==> src/rtl/mdio_mon_pkg.sv <==
package mdio_mon_pkg;

  // Frame parser phases
  typedef enum logic [2:0] {
    S_HUNT   = 3'd0,
    S_START  = 3'd1,
    S_OPCODE = 3'd2,
    S_ADDR   = 3'd3,
    S_TURN   = 3'd4,
    S_DATA   = 3'd5
  } dec_state_e;

endpackage

==> src/rtl/mdio_reset_sync.sv <==
module mdio_reset_sync (
  input  logic clk,
  input  logic rst_n,
  output logic rst_sync_n
);

  logic [1:0] rs_q;

  always_ff @(posedge clk or negedge rst_n) begin
    if (!rst_n) rs_q <= 2'b00;
    else        rs_q <= {rs_q[0], 1'b1};
  end

  assign rst_sync_n = rs_q[1];

endmodule

==> src/rtl/mdio_sync_bit.sv <==
module mdio_sync_bit #(
  parameter int STAGES = 2
) (
  input  logic clk,
  input  logic rst_n,
  input  logic d_i,
  output logic q_o
);

  logic [STAGES-1:0] chain_q;
  logic [STAGES:0]   chain_ext;

  assign chain_ext = {chain_q, d_i};

  always_ff @(posedge clk or negedge rst_n) begin
    if (!rst_n) chain_q <= '0;
    else        chain_q <= chain_ext[STAGES-1:0];
  end

  assign q_o = chain_q[STAGES-1];

endmodule

==> src/rtl/mdio_edge_sampler.sv <==
module mdio_edge_sampler #(
  parameter int SYNC_STAGES = 2
) (
  input  logic clk,
  input  logic rst_n,
  input  logic mdc_i,
  input  logic mdio_i,
  output logic bit_stb_o,
  output logic bit_val_o
);

  localparam int NLINES = 2;

  logic [NLINES-1:0] raw_lines;
  logic [NLINES-1:0] sync_lines;
  logic mdc_s, mdio_s;
  logic mdc_prev_q;
  logic rise;
  logic stb_d, stb_q;
  logic val_d, val_q;

  assign raw_lines = {mdio_i, mdc_i};

  // Equal-depth synchronizers keep clock and data aligned
  for (genvar g = 0; g < NLINES; g++) begin : g_sync
    mdio_sync_bit #(.STAGES(SYNC_STAGES)) u_sync (
      .clk   (clk),
      .rst_n (rst_n),
      .d_i   (raw_lines[g]),
      .q_o   (sync_lines[g])
    );
  end

  assign mdc_s  = sync_lines[0];
  assign mdio_s = sync_lines[1];
  assign rise   = mdc_s & ~mdc_prev_q;

  always_comb begin
    stb_d = rise;
    val_d = val_q;
    if (rise) val_d = mdio_s;
  end

  always_ff @(posedge clk or negedge rst_n) begin
    if (!rst_n) begin
      mdc_prev_q <= 1'b0;
      stb_q      <= 1'b0;
      val_q      <= 1'b0;
    end else begin
      mdc_prev_q <= mdc_s;
      stb_q      <= stb_d;
      val_q      <= val_d;
    end
  end

  assign bit_stb_o = stb_q;
  assign bit_val_o = val_q;


  strobe_spacing_chk: assert property (@(posedge clk) disable iff (!rst_n)
    bit_stb_o |=> !bit_stb_o);

endmodule

==> src/rtl/mdio_run_counter.sv <==
module mdio_run_counter #(
  parameter int LIMIT = 32
) (
  input  logic clk,
  input  logic rst_n,
  input  logic inc_i,
  input  logic clr_i,
  output logic full_o,
  output logic any_o
);

  localparam int CNT_W = $clog2(LIMIT + 1);
  localparam logic [CNT_W-1:0] LIMIT_C = CNT_W'(LIMIT);

  logic [CNT_W-1:0] cnt_q, cnt_d;

  always_comb begin
    cnt_d = cnt_q;
    if (clr_i)                      cnt_d = '0;
    else if (inc_i && cnt_q != LIMIT_C) cnt_d = cnt_q + 1'b1;
  end

  always_ff @(posedge clk or negedge rst_n) begin
    if (!rst_n) cnt_q <= '0;
    else        cnt_q <= cnt_d;
  end

  assign full_o = (cnt_q == LIMIT_C);
  assign any_o  = (cnt_q != '0);

endmodule

==> src/rtl/mdio_frame_decoder.sv <==
module mdio_frame_decoder
  import mdio_mon_pkg::*;
#(
  parameter int ADDR_W = 5,
  parameter int DATA_W = 16
) (
  input  logic              clk,
  input  logic              rst_n,
  input  logic              bit_stb_i,
  input  logic              bit_val_i,
  input  logic              run_full_i,
  input  logic              run_any_i,
  output logic              run_inc_o,
  output logic              run_clr_o,
  output logic              rec_valid_o,
  output logic              rec_is_read_o,
  output logic [ADDR_W-1:0] rec_phy_o,
  output logic [ADDR_W-1:0] rec_reg_o,
  output logic [DATA_W-1:0] rec_data_o,
  output logic              rec_ta_err_o,
  output logic              err_pre_o,
  output logic              err_start_o,
  output logic              err_op_o
);

  localparam int AW2       = 2 * ADDR_W;
  localparam int FIELD_MAX = (DATA_W > AW2) ? DATA_W : AW2;
  localparam int BC_W      = $clog2(FIELD_MAX);
  localparam logic [BC_W-1:0] ADDR_LAST = BC_W'(AW2 - 1);
  localparam logic [BC_W-1:0] DATA_LAST = BC_W'(DATA_W - 1);

  dec_state_e        state_q, state_d;
  logic [BC_W-1:0]   cnt_q, cnt_d;
  logic              op_first_q, op_first_d;
  logic              is_read_q, is_read_d;
  logic              ta_first_q, ta_first_d;
  logic              ta_err_q, ta_err_d;
  logic [AW2-1:0]    addr_q, addr_d;
  logic [DATA_W-1:0] data_q, data_d;
  logic              valid_d, e_pre_d, e_start_d, e_op_d;
  logic              valid_q, e_pre_q, e_start_q, e_op_q;
  logic              load_rec;
  logic              rd_q;
  logic [ADDR_W-1:0] phy_q, reg_q;
  logic [DATA_W-1:0] rdata_q;
  logic              rta_q;

  // Next-state logic
  always_comb begin
    state_d    = state_q;
    cnt_d      = cnt_q;
    op_first_d = op_first_q;
    is_read_d  = is_read_q;
    ta_first_d = ta_first_q;
    ta_err_d   = ta_err_q;
    addr_d     = addr_q;
    data_d     = data_q;
    valid_d    = 1'b0;
    e_pre_d    = 1'b0;
    e_start_d  = 1'b0;
    e_op_d     = 1'b0;
    load_rec   = 1'b0;
    run_inc_o  = 1'b0;
    run_clr_o  = 1'b0;
    if (bit_stb_i) begin
      unique case (state_q)
        S_HUNT: begin
          if (bit_val_i) begin
            run_inc_o = 1'b1;
          end else begin
            run_clr_o = 1'b1;
            if (run_full_i)     state_d = S_START;
            else if (run_any_i) e_pre_d = 1'b1;
          end
        end
        S_START: begin
          if (bit_val_i) begin
            state_d = S_OPCODE;
            cnt_d   = '0;
          end else begin
            state_d   = S_HUNT;
            e_start_d = 1'b1;
          end
        end
        S_OPCODE: begin
          if (cnt_q == '0) begin
            op_first_d = bit_val_i;
            cnt_d      = BC_W'(1);
          end else begin
            cnt_d = '0;
            if (op_first_q != bit_val_i) begin
              is_read_d = op_first_q;
              state_d   = S_ADDR;
            end else begin
              e_op_d  = 1'b1;
              state_d = S_HUNT;
            end
          end
        end
        S_ADDR: begin
          addr_d = {addr_q[AW2-2:0], bit_val_i};
          if (cnt_q == ADDR_LAST) begin
            cnt_d   = '0;
            state_d = S_TURN;
          end else begin
            cnt_d = cnt_q + 1'b1;
          end
        end
        S_TURN: begin
          if (cnt_q == '0) begin
            ta_first_d = bit_val_i;
            cnt_d      = BC_W'(1);
          end else begin
            ta_err_d = is_read_q ? bit_val_i : !(ta_first_q && !bit_val_i);
            cnt_d    = '0;
            state_d  = S_DATA;
          end
        end
        S_DATA: begin
          data_d = {data_q[DATA_W-2:0], bit_val_i};
          if (cnt_q == DATA_LAST) begin
            valid_d  = 1'b1;
            load_rec = 1'b1;
            cnt_d    = '0;
            state_d  = S_HUNT;
          end else begin
            cnt_d = cnt_q + 1'b1;
          end
        end
        default: state_d = S_HUNT;
      endcase
    end
  end

  // Parser registers
  always_ff @(posedge clk or negedge rst_n) begin
    if (!rst_n) begin
      state_q    <= S_HUNT;
      cnt_q      <= '0;
      op_first_q <= 1'b0;
      is_read_q  <= 1'b0;
      ta_first_q <= 1'b0;
      ta_err_q   <= 1'b0;
      addr_q     <= '0;
      data_q     <= '0;
      valid_q    <= 1'b0;
      e_pre_q    <= 1'b0;
      e_start_q  <= 1'b0;
      e_op_q     <= 1'b0;
    end else begin
      state_q    <= state_d;
      cnt_q      <= cnt_d;
      op_first_q <= op_first_d;
      is_read_q  <= is_read_d;
      ta_first_q <= ta_first_d;
      ta_err_q   <= ta_err_d;
      addr_q     <= addr_d;
      data_q     <= data_d;
      valid_q    <= valid_d;
      e_pre_q    <= e_pre_d;
      e_start_q  <= e_start_d;
      e_op_q     <= e_op_d;
    end
  end

  // Record registers, loaded only on frame completion
  always_ff @(posedge clk or negedge rst_n) begin
    if (!rst_n) begin
      rd_q    <= 1'b0;
      phy_q   <= '0;
      reg_q   <= '0;
      rdata_q <= '0;
      rta_q   <= 1'b0;
    end else if (load_rec) begin
      rd_q    <= is_read_q;
      phy_q   <= addr_q[AW2-1:ADDR_W];
      reg_q   <= addr_q[ADDR_W-1:0];
      rdata_q <= data_d;
      rta_q   <= ta_err_q;
    end
  end

  assign rec_valid_o   = valid_q;
  assign rec_is_read_o = rd_q;
  assign rec_phy_o     = phy_q;
  assign rec_reg_o     = reg_q;
  assign rec_data_o    = rdata_q;
  assign rec_ta_err_o  = rta_q;
  assign err_pre_o     = e_pre_q;
  assign err_start_o   = e_start_q;
  assign err_op_o      = e_op_q;


  valid_pulse_chk: assert property (@(posedge clk) disable iff (!rst_n)
    rec_valid_o |=> !rec_valid_o);


  valid_follows_bit_chk: assert property (@(posedge clk) disable iff (!rst_n)
    rec_valid_o |-> $past(bit_stb_i));


  one_outcome_chk: assert property (@(posedge clk) disable iff (!rst_n)
    $onehot0({rec_valid_o, err_pre_o, err_start_o, err_op_o}));


  hunt_exit_chk: assert property (@(posedge clk) disable iff (!rst_n)
    (state_q == S_START && $past(state_q) == S_HUNT) |-> $past(run_full_i));

endmodule

==> src/rtl/mdio_frame_monitor.sv <==
module mdio_frame_monitor #(
  parameter int SYNC_STAGES  = 2,
  parameter int PREAMBLE_LEN = 32,
  parameter int ADDR_W       = 5,
  parameter int DATA_W       = 16
) (
  input  logic              clk,
  input  logic              rst_n,
  input  logic              mdc_i,
  input  logic              mdio_i,
  output logic              rec_valid_o,
  output logic              rec_is_read_o,
  output logic [ADDR_W-1:0] rec_phy_o,
  output logic [ADDR_W-1:0] rec_reg_o,
  output logic [DATA_W-1:0] rec_data_o,
  output logic              rec_ta_err_o,
  output logic              err_preamble_o,
  output logic              err_start_o,
  output logic              err_opcode_o
);

  logic rst_sync_n;
  logic bit_stb, bit_val;
  logic run_inc, run_clr, run_full, run_any;

  mdio_reset_sync u_rst (
    .clk        (clk),
    .rst_n      (rst_n),
    .rst_sync_n (rst_sync_n)
  );

  mdio_edge_sampler #(.SYNC_STAGES(SYNC_STAGES)) u_sampler (
    .clk       (clk),
    .rst_n     (rst_sync_n),
    .mdc_i     (mdc_i),
    .mdio_i    (mdio_i),
    .bit_stb_o (bit_stb),
    .bit_val_o (bit_val)
  );

  mdio_run_counter #(.LIMIT(PREAMBLE_LEN)) u_run (
    .clk    (clk),
    .rst_n  (rst_sync_n),
    .inc_i  (run_inc),
    .clr_i  (run_clr),
    .full_o (run_full),
    .any_o  (run_any)
  );

  mdio_frame_decoder #(.ADDR_W(ADDR_W), .DATA_W(DATA_W)) u_dec (
    .clk           (clk),
    .rst_n         (rst_sync_n),
    .bit_stb_i     (bit_stb),
    .bit_val_i     (bit_val),
    .run_full_i    (run_full),
    .run_any_i     (run_any),
    .run_inc_o     (run_inc),
    .run_clr_o     (run_clr),
    .rec_valid_o   (rec_valid_o),
    .rec_is_read_o (rec_is_read_o),
    .rec_phy_o     (rec_phy_o),
    .rec_reg_o     (rec_reg_o),
    .rec_data_o    (rec_data_o),
    .rec_ta_err_o  (rec_ta_err_o),
    .err_pre_o     (err_preamble_o),
    .err_start_o   (err_start_o),
    .err_op_o      (err_opcode_o)
  );


  reset_quiet_chk: assert property (@(posedge clk)
    !rst_sync_n |=> !rec_valid_o && !err_preamble_o && !err_start_o && !err_opcode_o);

endmodule

==> config.mk <==
export PLATFORM = sky130hd
export DESIGN_NAME = mdio_frame_monitor
export DESIGN_NICKNAME = d
export VERILOG_FILES = /design/src/rtl/mdio_mon_pkg.sv /design/src/rtl/mdio_reset_sync.sv /design/src/rtl/mdio_sync_bit.sv /design/src/rtl/mdio_edge_sampler.sv /design/src/rtl/mdio_run_counter.sv /design/src/rtl/mdio_frame_decoder.sv /design/src/rtl/mdio_frame_monitor.sv
export SDC_FILE = /design/constraint.sdc
export NUM_CORES = 1
export LEC_CHECK = 0
export ABC_AREA = 1
export CAP_MARGIN = 25
export CORE_MARGIN = 4
export CORE_UTILIZATION = 39
export DETAILED_ROUTE_END_ITERATION = 7
export DONT_BUFFER_PORTS = 1
export PLACE_DENSITY_LB_ADDON = 0.3
export RECOVER_POWER = 25
export SYNTH_ARGS = -nofsm -noshare
export SYNTH_HDL_FRONTEND = slang
export SYNTH_SLANG_ARGS = --single-unit
==> constraint.sdc <==
create_clock -name clk -period 8.2 [get_ports clk]
set_clock_uncertainty 0.1 [all_clocks]
set_input_delay 0.82 -clock clk [delete_from_list [all_inputs] [get_ports clk]]
set_output_delay 0.82 -clock clk [all_outputs]
set_load 0.01 [all_outputs]
# Word level (Yosys, flattened, before mapping)
# Index checks and enable logic that the tools add are counted.
[word_totals]
out_inout_bits = 32
inputBits = 4
ff_bits = 84
[op_classes]
n_mux = 39
n_addsub = 2
n_eq_ne = 17
n_bitwise = 3
reduce_logical = 17
[ops]
columns = ["cell", "n"]
rows = [
  ["two-way mux 16 bit", 2],
  ["two-way mux 1 bit", 22],
  ["two-way mux 3 bit", 6],
  ["case mux 3 bit (6 select lines)", 1],
  ["case mux 4 bit (4 select lines)", 1],
  ["two-way mux 4 bit", 3],
  ["two-way mux 6 bit", 2],
  ["AND reduction 3 bit", 4],
  ["inequality test 2 bit, second input constant", 5],
  ["equality test 4 bit, second input constant", 2],
  ["AND reduction 7 bit", 1],
  ["adder 6 x 1 -> 6 bit, second input constant", 1],
  ["equality test 3 x 2 -> 1 bit, second input constant", 2],
  ["equality test 3 bit, second input constant", 2],
  ["equality test 6 bit, second input constant", 1],
  ["inequality test 6 bit, second input constant", 1],
  ["nonzero test 6 bit", 1],
  ["adder 4 x 1 -> 4 bit, second input constant", 1],
  ["logical NOT 4 bit", 1],
  ["two-way mux 2 bit", 2],
  ["inequality test 2 x 1 -> 1 bit, second input constant", 2],
  ["AND reduction 4 bit", 1],
  ["nonzero test 4 bit", 1],
  ["equality test 3 x 1 -> 1 bit, second input constant", 1],
  ["other kinds (9)", 12],
]

# Longest topological paths before layout
# Gate-level depths: netlist (run 1).
[depth]
ltp_word = 6
ltp_mapped = 9

# Hierarchy
# From an unflattened synthesis (run 1), not the netlist that was laid out.
[unflattened]
hier_cells = 396
hier_area_um2 = 3627.2
[modules_own_cells]
columns = ["module", "cells_per_inst", "seq_area_each_um2", "n_inst", "area_each_um2"]
rows = [
  ["mdio_frame_decoder", 330, 1726.7, 1, 2975.4],
  ["mdio_run_counter", 50, 150.1, 1, 396.6],
  ["mdio_edge_sampler", 9, 75.1, 1, 101.3],
  ["mdio_sync_bit", 2, 50.0, 2, 50.0],
  ["mdio_reset_sync", 3, 50.0, 1, 53.8],
]

# Least setup slack after synthesis (run 1)
# OpenSTA, ideal clock, no wires.
[synth_path]
path_type = "flip-flop to flip-flop"
start = "register u_dec.cnt_q[0]"
end = "register u_dec.phy_q[2], in the netlist u_dec.rec_phy_o[2]"
synth_period_minus_slack_ps = 1490
setup_slack_ps = 6710
arrival_time_ps = 1268
n_path_buf = 2
stages_incl_launch_ff = 7
cell_sequence = "dfrtp_1 > ha_1 > nand2_1 > nor3_4 > buf_6 > buf_4 > a21oi_1"
[synth_between]
elab_chain_len = 4
[synth_lines]
columns = ["item", "line", "text"]
rows = [
  ["from (decl)", "mdio_frame_decoder.sv:33", "logic [BC_W-1:0] cnt_q, cnt_d;"],
  ["from (signal assigned)", "mdio_frame_decoder.sv:152", "cnt_q <= cnt_d;"],
  ["equality test 4 bit", "mdio_frame_decoder.sv:121", "if (cnt_q == DATA_LAST) begin"],
  ["two-way mux 1 bit", "mdio_frame_decoder.sv:121", ""],
  ["two-way mux 1 bit", "mdio_frame_decoder.sv:66", "unique case (state_q)"],
  ["two-way mux 1 bit", "mdio_frame_decoder.sv:65", "if (bit_stb_i) begin"],
  ["via u_dec.load_rec", "mdio_frame_decoder.sv:42", "logic load_rec;"],
  ["to (signal assigned)", "mdio_frame_decoder.sv:176", "phy_q <= addr_q[AW2-1:ADDR_W];"],
  ["to (decl)", "mdio_frame_decoder.sv:44", "logic [ADDR_W-1:0] phy_q, reg_q;"],
]
# The timed path passes the listed nets, and every way through them passes these cells.
# A chain may end at the register's enable or synchronous reset.

==> results.toml, run 1 <==
[clock_network]
post_cts_buffers = 0
cts_num_sinks = 84
worst_skew_pair.late_latency_ps = 350
cts_hold_buf = 0
ctsResizeCount = 0
cts_tree = "built"
clkTransAtPathRegs_ps = 80
clockBufferDepth = 2
h-tree-depth = 3
root_buffer = "clkbuf_8"
cts_made_buffers = 9

[synthesis]
synth_cells = 393
synth-adder-area-share_pct = 1.76
ys_warn_count = 0
synth_compound_area_share_pct = 10.4
synth-seq-area-share_pct = 59.3
synth-simple-area-share_pct = 19.1
yosysTopAreaCell = "dfrtp_1"
netlist_area_mm2 = 0.00355
synth_area_leaders = "dfrtp_1 59%, nand2_1 9.8%, o21ai_0 6.2%"
ys_types = 28
ys_ff_latch = 84
synth_mux_area_share_pct = 0
synth_top_area_share_pct = 59.3
postSynthAreaPerCell_um2 = 9.02
synth_top_family_by_area = "simple AND/OR/NAND/NOR gates"
synth_nets = 402
synth-xor-area-share_pct = 0.988

[routing]
drtAntennaViolNets = 0
drt_pass1_iterations = 4
drcViolationCount = 0
wire_per_inst_um = 12.1
drtIter0Drc = 143
via_per_inst = 4.71
drt-total-wl_um = 6140
vias = 2382

[setup_path]
path_cells = "clkbuf_1"
cp_slowest_stage_delay_ps = 2610
setup.worst_path.start = "u_rst.rs_q[1]$_DFF_PN0_"
cp.buffers_inverters = 1
crit_slowest_cell = "clkbuf_1"
crit_arrival_ps = 3650
r2r_end = "u_dec.state_q[0]$_DFFE_PN0P_"
end_kind = "async pin"
crit_family = "buffers and inverters"
crit_cells = 1
crit_type = "flip-flop to async pin"
cp.required_ps = 7730
worstReg2RegStart = "u_rst.rs_q[1]$_DFF_PN0_"
r2r_slack_ps = 4080
cp-start-kind = "flip-flop"
crit_path_max_fanout = 70
rr_worst_depth = 1

[global_routing]
track_usage_pct = 13.2
grt_pass1_wl_um = 11000
antenna_found_initial = 0
grt.overflow.total = 0
first_global_vias = 2414
grt_max_degree = 83

[timing]
worst_pin_slew_ps = 3660
fin_crit_sh_pct = 50.3
setup_tns_ps = 0
rsz0062_at_grt = "false"
finalSetupViolCount = 0
max-slew-margin-rel_pct = -144
hold_viol = 0
fmax_mhz = 243
final_max_slew_viol_count = 71
finalCriticalPeriod_ps = 4120

[cells_and_area]
fin_area_mm2 = 0.00382
multi_input_area_mm2 = 0.00115
register_area_mm2 = 0.00210
synthToLayoutAreaGrowth_pct = 7.80
fin_cells = 506
drive_gt1_share_pct = 6.78
n_fill_cell = 860
antennaDiodeCount = 0
nets = 402

[status]
violations = "max-capacitance violations, max-slew violations"
outcome = "finished with violations"

[placed_design]
port_buffers = 0
place_inst = 489
hpwl_um = 4130
gp_congestion = 0.836
placed_area_mm2 = 0.00361

[power_and_ir_drop]
vdd_drop_max_uv = 106
power_frac_seq_pct = 56.4
netSwitchingPower_uw = 164
power_density_mw_per_mm2 = 197
combPwrFrac_pct = 2.9
p_int_uw = 590
sw_frac_of_total_pct = 21.8
p_leak_nw = 1.85
total_power_uw = 755
p_clk_share_pct = 40.6

[floorplan]
dieArea_mm2 = 0.0107
boundaryPins = 36
fp.dieH_um = 103
die_w_um = 103
std_cell_rows = 34
core_mm2 = 0.00876
initial_core_util_pct = 40.5

[run]
drv_cap = 1

[hold_path]
hold_class = "input pin to async pin"
[cell type report]
class                           instances  area share [%]
Sequential cell                        84            55.0
Multi-Input combinational cell        240            30.1
Inverter                               56            5.50
Clock buffer                           13            4.42
Tap cell                              108            3.54
Clock inverter                          3            1.18
Timing Repair Buffer                    2           0.295
[power groups by stage]
stage	clock network (mW)	registers, mW	logic, mW
2_1_floorplan	0	0.437	0.0120
3_3_place_gp	0	0.441	0.0151
3_5_place_dp	0	0.441	0.0162
4_1_cts	0.322	0.433	0.0162
5_1_grt	0.339	0.427	0.0272
6_report	0.306	0.426	0.0222
[flip-flops by register name, indices dropped and copies added, names as in the netlist, 2 cells and up]
name	cells
u_dec.rec_data_o	16
u_dec.data_q	16
u_rst.rs_q	2
u_sampler.g_sync.u_sync.chain_q	4
u_dec.state_q	3
u_dec.rec_reg_o	5
u_dec.cnt_q	4
u_run.cnt_q	6
u_dec.rec_phy_o	5
u_dec.addr_q	10
[layout by cell type, fill, tap and decap left out]
cell and instances:
and3_1 1, nand3_4 1, nand3b_1 1, buf_4 1
clkbuf_1 2, nor2_4 1, inv_2 2, nor4_1 1
a21oi_1 17, bufinv_16 1, inv_1 54, clkinvlp_4 2
ha_1 5, conb_1 1, nor3_4 1, nor3_1 1
o21ai_1 3, nor2_2 1, nand4_1 5, a21oi_2 5
xor2_1 4, nor2_1 39, o21ai_0 44, clkbuf_8 12
nand3_1 15, nand2_1 93, a31oi_1 1, dfrtp_1 84
[per-layer routing]
layer / global-route usage, % / vias to the layer above / wire (um)
met5: 0 / - / 0
met4: 4.78 / 0 / 108
met3: 5.16 / 11 / 377
met2: 20.4 / 37 / 2730
met1: 16.9 / 1106 / 2920
li1: - / 1228 / -
[cell families (layout without fill, tap and decap cells)]
kind of cell    count (synthesis)  count (layout)
fa+ha+maj                       5               5
other cells                     1               1
compound gates                 70              70
flops                          84              84
xor+xnor                        4               4
simple gates                  160             160
buf+inv                        69              74
[cell usage after synthesis, drive strengths merged]
master	number
inv	56
dfrtp	84
nand2	93
a31oi	1
conb	1
a21oi	22
nor3	2
nand3	16
nand3b	1
xor2	4
nand4	5
nor4	1
buf	10
o21ai	47
nor2	41
ha	5
clkbuf	3
and3	1
[metrics by stage]
step	util, %	setup slack, ps	hold slack [ps]
CTS	43.6	6160	27.0
finish	43.6	4080	51.2
global route	43.6	3160	11.5
global placement	41.2	6230	232
floorplan	-	5590	231
detailed placement	41.2	6180	235
[how the worst max path moves through the flow]
stage                                      to
2_1_floorplan     u_dec.addr_q[0]$_DFFE_PN0P_
3_3_place_gp   u_dec.rec_ta_err_o$_DFFE_PN0P_
3_5_place_dp   u_dec.rec_reg_o[3]$_DFFE_PN0P_
4_1_cts        u_dec.rec_ta_err_o$_DFFE_PN0P_
5_1_grt           u_dec.addr_q[3]$_DFFE_PN0P_
6_report         u_dec.state_q[0]$_DFFE_PN0P_
(Power assumes the default switching activity.)
==> run 2: changes to the inputs <==
- clock period: 8.2 -> 3.3 ns (I/O delays scaled with it)
==> run 2 against run 1 <==
Compared with the run above: the flow still finishes with violations (max-capacitance violations, max-slew violations); non-clock buffer count grew 3; final area grew 0.82%; highest routed layer unchanged; register-to-register slack lost 3100 ps.
==> results.toml, run 2 (same netlist as run 1, synthesis figures left out) <==
[setup_path]
cp.buffers_inverters = 1
path_cells = "clkbuf_2"
cp-start-kind = "flip-flop"
crit_type = "flip-flop to async pin"
cp_slowest_stage_delay_ps = 1290
cp.required_ps = 3350
crit_family = "buffers and inverters"
crit_path_max_fanout = 70
crit_slowest_cell = "clkbuf_2"
r2r_slack_ps = 1000
crit_arrival_ps = 2350
end_kind = "async pin"

[clock_network]
cts_tree = "built"
clockBufferDepth = 2
cts_made_buffers = 9
cts_hold_buf = 3
worst_skew_pair.late_latency_ps = 350
post_cts_buffers = 0
ctsResizeCount = 0
h-tree-depth = 3
cts_num_sinks = 84
clkTransAtPathRegs_ps = 80
root_buffer = "clkbuf_8"

[global_routing]
grt_max_degree = 83
grt_pass1_wl_um = 10900
first_global_vias = 2341
grt.overflow.total = 0
antenna_found_initial = 0
track_usage_pct = 13.1

[timing]
worst_pin_slew_ps = 1690
setup_tns_ps = 0
hold_viol = 0
final_max_slew_viol_count = 71
max-slew-margin-rel_pct = -12.6
fin_crit_sh_pct = 69.8
rsz0062_at_grt = "false"
finalSetupViolCount = 0
fmax_mhz = 434
finalCriticalPeriod_ps = 2300

[placed_design]
gp_congestion = 0.837
port_buffers = 0
place_inst = 489
hpwl_um = 4080

[routing]
wire_per_inst_um = 12.1
vias = 2396
drt_pass1_iterations = 4
drtAntennaViolNets = 0
drcViolationCount = 0
via_per_inst = 4.71
drt-total-wl_um = 6130
drtIter0Drc = 167

[power_and_ir_drop]
vdd_drop_max_uv = 200
power_frac_seq_pct = 56.2
combPwrFrac_pct = 3.1
power_density_mw_per_mm2 = 488
netSwitchingPower_uw = 412
p_leak_nw = 1.86
p_clk_share_pct = 40.6
total_power_mw = 1.88
sw_frac_of_total_pct = 21.9
p_int_mw = 1.47

[floorplan]
die_w_um = 103
std_cell_rows = 34
fp.dieH_um = 103
boundaryPins = 36
initial_core_util_pct = 40.5
dieArea_mm2 = 0.0107
core_mm2 = 0.00876

[cells_and_area]
nets = 405
n_fill_cell = 860
final_cell_mix = "93 x nand2_1, 84 x dfrtp_1, 54 x inv_1"
post-route-util_pct = 44.0
fin_cells = 509
register_area_mm2 = 0.00210
multi_input_area_mm2 = 0.00115
synthToLayoutAreaGrowth_pct = 8.68
drive_gt1_share_pct = 6.98
final_common_cell = "nand2_1"
antennaDiodeCount = 0

[run]
drv_cap = 1

[status]
outcome = "finished with violations"
violations = "max-capacitance violations, max-slew violations"

[hold_path]
hold_class = "flip-flop to async pin"
## run 2: cell count changes in the layout (fill, tap and decap cells not counted), sizes merged
| cell | change |
|---|---|
| dlygate4sd3 | +3 |
## run 2: layout make-up
class,instances,area share (%)
repair buffers,5,1.10
flip-flops and latches,84,54.5
well taps,108,3.51
inverters,56,5.45
clock inverters,3,1.17
multi-input cells,240,29.8
clock buffers,13,4.38
## run 2: power by group through the flow
stage	clock network, mW	registers, mW	logic (mW)
2_1_floorplan	0	1.09	0.0298
3_3_place_gp	0	1.10	0.0375
3_5_place_dp	0	1.10	0.0402
4_1_cts	0.797	1.08	0.0434
5_1_grt	0.841	1.06	0.0701
6_report	0.765	1.06	0.0587
## run 2: final timing paths
check / from / to / cells after the start
setup reg to reg: u_rst.rs_q[1]$_DFF_PN0_ / u_dec.ta_first_q$_DFFE_PN0P_ / 1
max in group clk: u_dec.state_q[0]$_DFFE_PN0P_ / u_dec.rec_ta_err_o$_DFFE_PN0P_ / 7
setup / recovery: u_rst.rs_q[1]$_DFF_PN0_ / u_dec.ta_first_q$_DFFE_PN0P_ / 1
hold / removal: u_rst.rs_q[1]$_DFF_PN0_ / u_dec.rec_data_o[14]$_DFFE_PN0P_ / 0
hold reg to reg: u_rst.rs_q[1]$_DFF_PN0_ / u_dec.rec_data_o[14]$_DFFE_PN0P_ / 0
min in group clk: u_sampler.g_sync[1].u_sync.chain_q[0]$_DFF_PN0_ / u_sampler.g_sync[1].u_sync.chain_q[1]$_DFF_PN0_ / 0
## run 2: metal layers
layer	vias up	GRT usage, %	part of all wire, %	routed length [um]
met5	-	0	0	0
met4	0	4.48	1.4	84
li1	1233	-	-	-
met2	43	19.8	45	2740
met3	8	4.69	6.1	376
met1	1112	17.5	48	2940
## run 2: per-stage QoR
| stage | setup slack [ps] | hold WS, ps | instance area, um^2 |
|---|---|---|---|
| finish | 998 | 94.5 | 3850 |
| global placement | 1330 | -65.5 | 3610 |
| floorplan | 687 | -65.6 | 3550 |
| detailed placement | 1270 | -65.5 | 3610 |
| global route | 518 | 65.6 | 3850 |
| CTS | 1250 | 80.0 | 3850 |
